`src/rtl/mcd_pkg.sv`:
```
package mcd_pkg;

    typedef enum logic [1:0] {
        ST_WAIT_ARM  = 2'd0,
        ST_WATCH     = 2'd1,
        ST_RST_PULSE = 2'd2,
        ST_LIMP      = 2'd3
    } mcd_state_e;

    typedef enum logic [1:0] {
        MODE_OFF    = 2'b00,
        MODE_BYPASS = 2'b01,
        MODE_MULT   = 2'b10,
        MODE_RSVD   = 2'b11
    } mcd_mode_e;

    function automatic logic mode_detects(input logic [1:0] code);
        return (code == MODE_BYPASS) || (code == MODE_MULT);
    endfunction

endpackage

```
`src/rtl/mcd_edge_sync.sv`:
```
module mcd_edge_sync #(
    parameter int SYNC_STAGES = 2
) (
    input  logic clk,
    input  logic por_n,
    input  logic async_in,
    output logic rise
);
    localparam int CHAIN = SYNC_STAGES + 1;

    logic [CHAIN-1:0] chain_q;

    always_ff @(posedge clk or negedge por_n) begin
        if (!por_n) begin
            chain_q[0] <= 1'b0;
        end else begin
            chain_q[0] <= async_in;
        end
    end

    generate
        for (genvar g = 1; g < CHAIN; g++) begin : g_stage
            always_ff @(posedge clk or negedge por_n) begin
                if (!por_n) begin
                    chain_q[g] <= 1'b0;
                end else begin
                    chain_q[g] <= chain_q[g-1];
                end
            end
        end
    endgenerate

    assign rise = chain_q[CHAIN-2] & ~chain_q[CHAIN-1];

endmodule

```
`src/rtl/mcd_cnt.sv`:
```
module mcd_cnt #(
    parameter int LIMIT = 16,
    localparam int W = (LIMIT > 1) ? $clog2(LIMIT) : 1
) (
    input  logic clk,
    input  logic por_n,
    input  logic clr,
    input  logic inc,
    output logic at_last
);
    logic [W-1:0] cnt_q;

    always_ff @(posedge clk or negedge por_n) begin
        if (!por_n) begin
            cnt_q <= '0;
        end else if (clr) begin
            cnt_q <= '0;
        end else if (inc) begin
            cnt_q <= cnt_q + 1'b1;
        end
    end

    assign at_last = (cnt_q == W'(LIMIT - 1));

endmodule

```
`src/rtl/mcd_status.sv`:
```
module mcd_status (
    input  logic clk,
    input  logic por_n,
    input  logic set,
    input  logic clr,
    output logic sts
);
    always_ff @(posedge clk or negedge por_n) begin
        if (!por_n) begin
            sts <= 1'b0;
        end else if (set) begin
            sts <= 1'b1;
        end else if (clr) begin
            sts <= 1'b0;
        end
    end

    // a lone clear empties the flag on the next edge
    a_r5_clear_works: assert property (@(posedge clk) disable iff (!por_n)
        (clr && !set) |=> !sts);

    // a set always leaves the flag high
    a_r5_set_wins: assert property (@(posedge clk) disable iff (!por_n)
        set |=> sts);

endmodule

```
`src/rtl/mcd_fsm.sv`:
```
module mcd_fsm #(
    parameter int RST_CYC = 8
) (
    input  logic clk,
    input  logic por_n,
    input  logic rise,
    input  logic det_ok,
    input  logic dev_ok,
    input  logic edge_last,
    input  logic gap_last,
    input  logic pls_last,
    output logic edge_clr,
    output logic gap_clr,
    output logic pls_clr,
    output logic loss_set,
    output logic clk_sel,
    output logic rst_req,
    output logic wd_freeze
);
    import mcd_pkg::*;

    localparam int CW = $clog2(RST_CYC + 1) + 1;

    mcd_state_e state_q, state_d;
    logic       run_ok;

    assign run_ok = det_ok && dev_ok;

    always_comb begin
        state_d = state_q;
        unique case (state_q)
            ST_WAIT_ARM: begin
                if (run_ok && rise && edge_last) begin
                    state_d = ST_WATCH;
                end
            end
            ST_WATCH: begin
                if (!run_ok) begin
                    state_d = ST_WAIT_ARM;
                end else if (!rise && gap_last) begin
                    state_d = ST_RST_PULSE;
                end
            end
            ST_RST_PULSE: begin
                if (pls_last) begin
                    state_d = ST_LIMP;
                end
            end
            ST_LIMP: begin
                state_d = ST_LIMP;
            end
            default: state_d = ST_WAIT_ARM;
        endcase
    end

    always_ff @(posedge clk or negedge por_n) begin
        if (!por_n) begin
            state_q <= ST_WAIT_ARM;
        end else begin
            state_q <= state_d;
        end
    end

    always_comb begin
        edge_clr  = 1'b1;
        gap_clr   = 1'b1;
        pls_clr   = 1'b1;
        loss_set  = 1'b0;
        clk_sel   = 1'b0;
        rst_req   = 1'b0;
        wd_freeze = 1'b0;
        unique case (state_q)
            ST_WAIT_ARM: begin
                edge_clr = !run_ok;
            end
            ST_WATCH: begin
                gap_clr  = rise;
                loss_set = (state_d == ST_RST_PULSE);
            end
            ST_RST_PULSE: begin
                pls_clr   = 1'b0;
                clk_sel   = 1'b1;
                rst_req   = 1'b1;
                wd_freeze = 1'b1;
            end
            ST_LIMP: begin
                clk_sel   = 1'b1;
                wd_freeze = 1'b1;
            end
            default: begin
                edge_clr = 1'b1;
            end
        endcase
    end

    logic [CW-1:0] chk_len_q;
    always_ff @(posedge clk or negedge por_n) begin
        if (!por_n) begin
            chk_len_q <= '0;
        end else if (rst_req) begin
            chk_len_q <= chk_len_q + 1'b1;
        end else begin
            chk_len_q <= '0;
        end
    end

    // request never longer than RST_CYC cycles
    a_r4_pulse_not_long: assert property (@(posedge clk) disable iff (!por_n)
        rst_req |-> (chk_len_q < CW'(RST_CYC)));

    // request drops only after exactly RST_CYC cycles
    a_r4_pulse_exact: assert property (@(posedge clk) disable iff (!por_n)
        $fell(rst_req) |-> ($past(chk_len_q) == CW'(RST_CYC - 1)));

    // an unarmed monitor cannot jump straight to the fallback
    a_r2_no_unarmed_loss: assert property (@(posedge clk) disable iff (!por_n)
        (state_q == ST_WAIT_ARM) |=> (state_q == ST_WAIT_ARM || state_q == ST_WATCH));

    // fallback begins only from the armed state
    a_r3_loss_from_watch: assert property (@(posedge clk) disable iff (!por_n)
        $rose(clk_sel) |-> ($past(state_q) == ST_WATCH));

endmodule

```
`src/rtl/mcd_limp_monitor.sv`:
```
module mcd_limp_monitor #(
    parameter int SYNC_STAGES = 2,
    parameter int ARM_EDGES   = 4,
    parameter int MISS_CYC    = 16,
    parameter int RST_CYC     = 8
) (
    input  logic       bkp_clk,
    input  logic       por_n,
    input  logic       dev_rst_n,
    input  logic       osc_clk,
    input  logic [1:0] clk_mode,
    input  logic       sts_clr,
    output logic       clk_sel_limp,
    output logic       rst_req,
    output logic       miss_sts,
    output logic       wd_freeze
);
    import mcd_pkg::*;

    logic rise, det_ok;
    logic edge_clr, gap_clr, pls_clr;
    logic edge_last, gap_last, pls_last;
    logic loss_set;

    assign det_ok = mode_detects(clk_mode);

    mcd_edge_sync #(.SYNC_STAGES(SYNC_STAGES)) u_sync (
        .clk      (bkp_clk),
        .por_n    (por_n),
        .async_in (osc_clk),
        .rise     (rise)
    );

    mcd_cnt #(.LIMIT(ARM_EDGES)) u_edge_cnt (
        .clk     (bkp_clk),
        .por_n   (por_n),
        .clr     (edge_clr),
        .inc     (rise),
        .at_last (edge_last)
    );

    mcd_cnt #(.LIMIT(MISS_CYC)) u_gap_cnt (
        .clk     (bkp_clk),
        .por_n   (por_n),
        .clr     (gap_clr),
        .inc     (1'b1),
        .at_last (gap_last)
    );

    mcd_cnt #(.LIMIT(RST_CYC)) u_pls_cnt (
        .clk     (bkp_clk),
        .por_n   (por_n),
        .clr     (pls_clr),
        .inc     (1'b1),
        .at_last (pls_last)
    );

    mcd_fsm #(.RST_CYC(RST_CYC)) u_fsm (
        .clk       (bkp_clk),
        .por_n     (por_n),
        .rise      (rise),
        .det_ok    (det_ok),
        .dev_ok    (dev_rst_n),
        .edge_last (edge_last),
        .gap_last  (gap_last),
        .pls_last  (pls_last),
        .edge_clr  (edge_clr),
        .gap_clr   (gap_clr),
        .pls_clr   (pls_clr),
        .loss_set  (loss_set),
        .clk_sel   (clk_sel_limp),
        .rst_req   (rst_req),
        .wd_freeze (wd_freeze)
    );

    mcd_status u_sts (
        .clk   (bkp_clk),
        .por_n (por_n),
        .set   (loss_set),
        .clr   (sts_clr),
        .sts   (miss_sts)
    );

    // status flag is already high when the request starts
    a_r5_sts_with_req: assert property (@(posedge bkp_clk) disable iff (!por_n)
        $rose(rst_req) |-> miss_sts);

    // the request starts together with the clock switch
    a_r4_req_with_sel: assert property (@(posedge bkp_clk) disable iff (!por_n)
        $rose(clk_sel_limp) |-> $rose(rst_req));

    // fallback is held until power-on reset
    a_r9_limp_holds: assert property (@(posedge bkp_clk) disable iff (!por_n)
        clk_sel_limp |=> clk_sel_limp);

    // watchdog freeze tracks the limp selection
    a_r6_freeze_on_limp: assert property (@(posedge bkp_clk) disable iff (!por_n)
        $rose(clk_sel_limp) |-> wd_freeze);

endmodule

```
`config.mk`:
```
export PLATFORM = sky130hd
export DESIGN_NAME = mcd_limp_monitor
export DESIGN_NICKNAME = d
export VERILOG_FILES = /design/src/rtl/mcd_pkg.sv /design/src/rtl/mcd_edge_sync.sv /design/src/rtl/mcd_cnt.sv /design/src/rtl/mcd_status.sv /design/src/rtl/mcd_fsm.sv /design/src/rtl/mcd_limp_monitor.sv
export SDC_FILE = /design/constraint.sdc
export NUM_CORES = 1
export LEC_CHECK = 0
export BUFFER_PORTS_ARGS = -buffer_cell sky130_fd_sc_hd__buf_2
export CORE_MARGIN = 8
export CORE_UTILIZATION = 48
export CTS_BUF_LIST = sky130_fd_sc_hd__clkbuf_4 sky130_fd_sc_hd__clkbuf_8 sky130_fd_sc_hd__clkbuf_16
export DETAILED_ROUTE_END_ITERATION = 16
export PLACE_DENSITY = 0.77
export SLEW_MARGIN = 20
export SYNTH_ARGS = -nofsm -noshare
export SYNTH_HDL_FRONTEND = slang
export SYNTH_SLANG_ARGS = --single-unit
```
`constraint.sdc`:
```
create_clock -name bkp_clk -period 1.3 [get_ports bkp_clk]
set_input_delay 0.13 -clock bkp_clk [delete_from_list [all_inputs] [get_ports bkp_clk]]
set_output_delay 0.13 -clock bkp_clk [all_outputs]
set_load 0.005 [all_outputs]
```
### Word-level counts from Yosys, hierarchy flattened

Index checks and enable logic that the tools add are counted.

| storage, ports and cells | value |
|---|---|
| bits in registers | 15 |
| input bits | 7 |

| operators by class | value |
|---|---|
| add/subtract/negate cells | 3 |
| equality and inequality tests | 9 |
| mux-type cells | 16 |
| bitwise logic cells | 2 |
| reduce and logical (&&, ||, !) cells | 11 |

Operator list:

| kind | count |
|---|---|
| $mux W2 | 6 |
| $eq A2 B2 Y1 const B | 5 |
| $pmux W2 S4 | 1 |
| $mux W1 | 7 |
| $add A4 B1 Y4 const B | 1 |
| $eq A2 B1 Y1 const B | 2 |
| $eq A4 B4 Y1 const B | 1 |
| $logic_and A1 B1 Y1 | 4 |
| $mux W4 | 1 |
| $reduce_bool A2 Y1 | 2 |
| $add A3 B1 Y3 const B | 1 |
| $eq A3 B3 Y1 const B | 1 |
| $mux W3 | 1 |
| $add A2 B1 Y2 const B | 1 |
| $logic_not A1 Y1 | 2 |
| $logic_not A2 Y1 | 1 |
| $reduce_or A2 Y1 | 1 |
| $and A1 B1 Y1 | 1 |
| $logic_or A1 B1 Y1 | 1 |
| $not A1 Y1 | 1 |

### Logic depth before layout (Yosys ltp)

| logic depth | value |
|---|---|
| depth in word-level cells | 10 |
| mapped depth | 4 |

### Modules after synthesis

A second synthesis with hierarchy kept.

| unflattened totals | value |
|---|---|
| cells, all modules | 61 |
| area total of the unflattened synthesis | 708.2 µm² |

By module, submodules not included:

| module | instances | cells each | area each (µm²) |
|---|---|---|---|
| mcd_cnt (u_gap_cnt) | 1 | 17 | 198.9 |
| mcd_fsm | 1 | 17 | 142.6 |
| mcd_cnt (u_pls_cnt) | 1 | 11 | 140.1 |
| mcd_cnt (u_edge_cnt) | 1 | 7 | 88.8 |
| mcd_edge_sync | 1 | 4 | 88.8 |
| mcd_status | 1 | 3 | 36.3 |
| mcd_limp_monitor | 1 | 2 | 12.5 |

### Least setup slack after synthesis

Ideal clock, no wire load.

| timing path | value |
|---|---|
| kind | reg-to-reg |
| from | register u_pls_cnt.cnt_q[0] |
| to | register u_fsm.state_q[0] |
| arrival time | 0.980 ns |
| slack | 0.188 ns |
| stages on the path, launching flop included | 5 |
| path buffers | 0 |
| cells stage by stage | dfrtp_1 ha_1 ha_1 o21ai_0 o211ai_2 |

| between the ends | value |
|---|---|
| word-level cells in the longest chain between the ends | 3 |

RTL lines:

| element | RTL line | RTL |
|---|---|---|
| start: declaration | mcd_cnt.sv:11 | `logic [W-1:0] cnt_q;` |
| start signal: assignment | mcd_cnt.sv:19 | `cnt_q <= cnt_q + 1'b1;` |
| $eq A3 B3 Y1 | mcd_cnt.sv:23 | `assign at_last = (cnt_q == W'(LIMIT - 1));` |
| $mux W2 | mcd_fsm.sv:45 | `if (pls_last) begin` |
| $pmux W2 S4 | mcd_fsm.sv:31 | `unique case (state_q)` |
| via u_fsm.state_d[0] | mcd_fsm.sv:24 | `mcd_state_e state_q, state_d;` |
| end signal: assignment | mcd_fsm.sv:60 | `state_q <= state_d;` |
| end: declaration | mcd_fsm.sv:24 |  |

The timed path passes the listed nets, and every way through them passes these cells.
A chain may end at the register's enable or synchronous reset.

### Final worst setup path

| timing path | value |
|---|---|
| from | register u_fsm.state_q[0] |
| to | output rst_req |

| between the ends | value |
|---|---|
| word-level cells in the longest chain between the ends | 2 |

RTL lines:

| element | RTL line | RTL |
|---|---|---|
| $eq A2 B2 Y1 | mcd_fsm.sv:72 | `unique case (state_q)` |
| $mux W1 | mcd_fsm.sv:72 |  |
| end: declaration | mcd_limp_monitor.sv:14 | `output logic rst_req,` |

No other way between the ends.

==> reports/metrics.yaml <==
run_status: "completed"
post_detailed_placement_half_perimeter_wirelength_um: 817
diodes: 0
post_synth.cell_area_avg_um2: 11.7
ios: 11
post_route_skew_ns: 0.00296
most-common-layout-cells: "sky130_fd_sc_hd__dfrtp_1 (15), sky130_fd_sc_hd__buf_2 (10), sky130_fd_sc_hd__nor2_1 (6)"
synth_cells: 55
clock_tree.root_cell: "sky130_fd_sc_hd__clkbuf_4"
holdBufCountCts: 2
grt_start_max_net_pins: 16
final_nets: 81
hold_viol: 0
ys_warn_count: 0
h_tree_depth: 1
critPathLaunch: "u_fsm.state_q[0]"
clockPowerShare: 0.343
portBuffers: 10
postSynthNetCount: 66
grt_pass1_vias: 437
p_seq_frac: 0.608
synthToLayoutAreaGrowth_pct: 16.7
peakVddDrop_mv: 0.608
max_freq_mhz: 849
floorplan.initialDensity: 0.507
vias_per_cell: 4.95
required_ns: 1.17
drive_gt1_frac: 0.232
type_of_the_setup_path_with_the_least_slack: "reg -> out"
grt.total_usage: 0.0902
standard_cell_row_count: 13
final_period_minus_worst_setup_slack_ns: 1.18
internal_power_mw: 0.629
cp_data_arrival_time_ns: 1.05
endpoint_kind: "output pin"
tightestPinTransition_ns: 0.318
stdcell_area_um2: 751
place_area_um2: 701
drt-initial-drc-count: 3
synth.yosys.seq_area_share: 0.584
synth_area_um2: 643
cts-buffers-inserted: 3
drt_first_pass_iters: 2
power_density_mw_per_mm2: 1040
ant_nets: 0
die_x_um: 52.6
worstSkewPairLatency_ns: 0.27
postCtsSetupRepairBufs: 0
postCtsResizedCells: 0
timing.final.setup_violations: 0
vertical_extent_of_the_die_um: 52.6
drt_drc_violations_left: 0
synth_cell_type_count: 22
vias: 416
fin_crit_share: 0.906
final-max-slew-violation-count: 0
clock_sink_count: 15
crit-reg2reg-launch: "u_pls_cnt.cnt_q[0]"
grt_remaining_overflow: 0
final_common_cell: "sky130_fd_sc_hd__dfrtp_1"
gp_congestion: 0.736
tritoncts: "built"
worst_case_headroom_to_the_max_slew_limit: 0.788
p_leak_nw: 0.398
filler_cell_count: 120
clock_path_buffers: 2
die-area_mm2: 0.00277
switching_fraction_of_total_power: 0.196
holdCritStartpoint: "sts_clr"
critical_path.startpoint_type: "flop"
combinationalPowerShare: 0.049
clk_transition_reported_paths_ns: 0.08
std_cell_core_area_mm2: 0.00127
fin_setup_tns_ns: 0
switching_power_mw: 0.154
max_cap_viol_count: 0
hold_class: "in -> reg"
rsz_0062_raised_after_global_routing: "false"
postSynthRegisterBits: 15
wire_length_of_the_first_global_routing_pass_mm: 1.81
grt_antenna_before_repair: 0
worst-path-max-fanout: 4
postRouteWirelength_mm: 1.02
wl_per_cell_um: 12.1
[path summary, 6_finish.rpt]
| kind | endpoint | slack, ns | cells after the start |
|---|---|---|---|
| setup / recovery | rst_req | 0.12 | 2 |
| hold / removal | u_sts.sts | 0.04 | 2 |
| setup reg to reg | u_fsm.state_q[0] | 0.15 | 4 |
| hold reg to reg | u_sync.chain_q[1] | 0.36 | 0 |
| max in group asynchronous | u_sync.chain_q[1] | 0.79 | 2 |
| min in group asynchronous | u_gap_cnt.cnt_q[2] | 0.28 | 2 |
[kinds of logic (layout without fill, tap and decap cells)]
| logic type | count (synthesis) | count (layout) | share of synthesized area |
|---|---|---|---|
| AO/OA/AOI/OAI | 5 | 5 | 0.0564 |
| XOR/XNOR | 4 | 4 | 0.0545 |
| adder cells (fa/ha/maj) | 4 | 4 | 0.0778 |
| buffers and inverters | 3 | 17 | 0.0233 |
| flip-flops | 15 | 15 | 0.584 |
| AND/OR/NAND/NOR | 24 | 24 | 0.204 |
[power groups by stage]
stage	registers [mW]	clock network [mW]	logic [mW]
2_1_floorplan	0.484	0	0.0142
3_3_place_gp	0.485	0	0.0345
3_5_place_dp	0.486	0	0.0351
4_1_cts	0.476	0.284	0.0398
5_1_grt	0.477	0.313	0.0447
6_report	0.476	0.268	0.0386
[synth_stat cells, drive strengths merged]
master,count,area share
o21ai,1,0.0078
nand4,1,0.0097
a21oi,1,0.0078
nand2,3,0.018
dfrtp,15,0.58
nand3,4,0.039
o22ai,1,0.0097
inv,1,0.0058
ha,4,0.078
nand2b,2,0.019
buf,1,0.012
and2b,3,0.035
xnor2,2,0.027
and2,3,0.029
clkbuf,1,0.0058
nor2b,1,0.0097
xor2,2,0.027
nor2,6,0.035
o211ai,1,0.019
and3,1,0.0097
o21bai,1,0.012
[metal layers]
layer / vias up / wire length [um] / global-route usage
met2: 14 / 433 / 0.130
met5: - / 0 / 0
met1: 185 / 479 / 0.0997
met4: 0 / 53 / 0.103
met3: 6 / 49 / 0.0199
li1: 211 / - / -
[state kept, by name, indices dropped and copies added (netlist names)]
name / flops
u_edge_cnt.cnt_q: 2
u_sync.chain_q: 3
u_gap_cnt.cnt_q: 4
u_sts.sts: 1
u_fsm.state_q: 2
u_pls_cnt.cnt_q: 3
[critical path, stage by stage, from the launching register on]
cell and delay [ns]:
sky130_fd_sc_hd__dfrtp_1 0.41, sky130_fd_sc_hd__and2b_1 0.24, sky130_fd_sc_hd__buf_2 0.12
[area by class of cell]
type	instances	area [um2]	area share
Clock buffer	4	30.0	0.0400
Inverter	1	3.75	0.00500
Multi-Input combinational cell	37	253	0.337
Sequential cell	15	375	0.500
Timing Repair Buffer	12	70.1	0.0933
Tap cell	15	18.8	0.0250
[stage by stage]
stage | worst slack, ns | power, mW | instances | utilization | hold slack (ns)
2_1_floorplan | 0.188 | 0.499 | 55 | - | -0.166
3_3_place_gp | 0.172 | 0.519 | 78 | 0.552 | 0.0435
3_5_place_dp | 0.147 | 0.521 | 78 | 0.552 | 0.0453
4_1_cts | 0.105 | 0.799 | 84 | 0.592 | 0.0243
5_1_grt | 0.0390 | 0.834 | 84 | 0.592 | 0.0117
6_report | 0.122 | 0.783 | 84 | 0.592 | 0.0369
(Power assumes the default switching activity.)
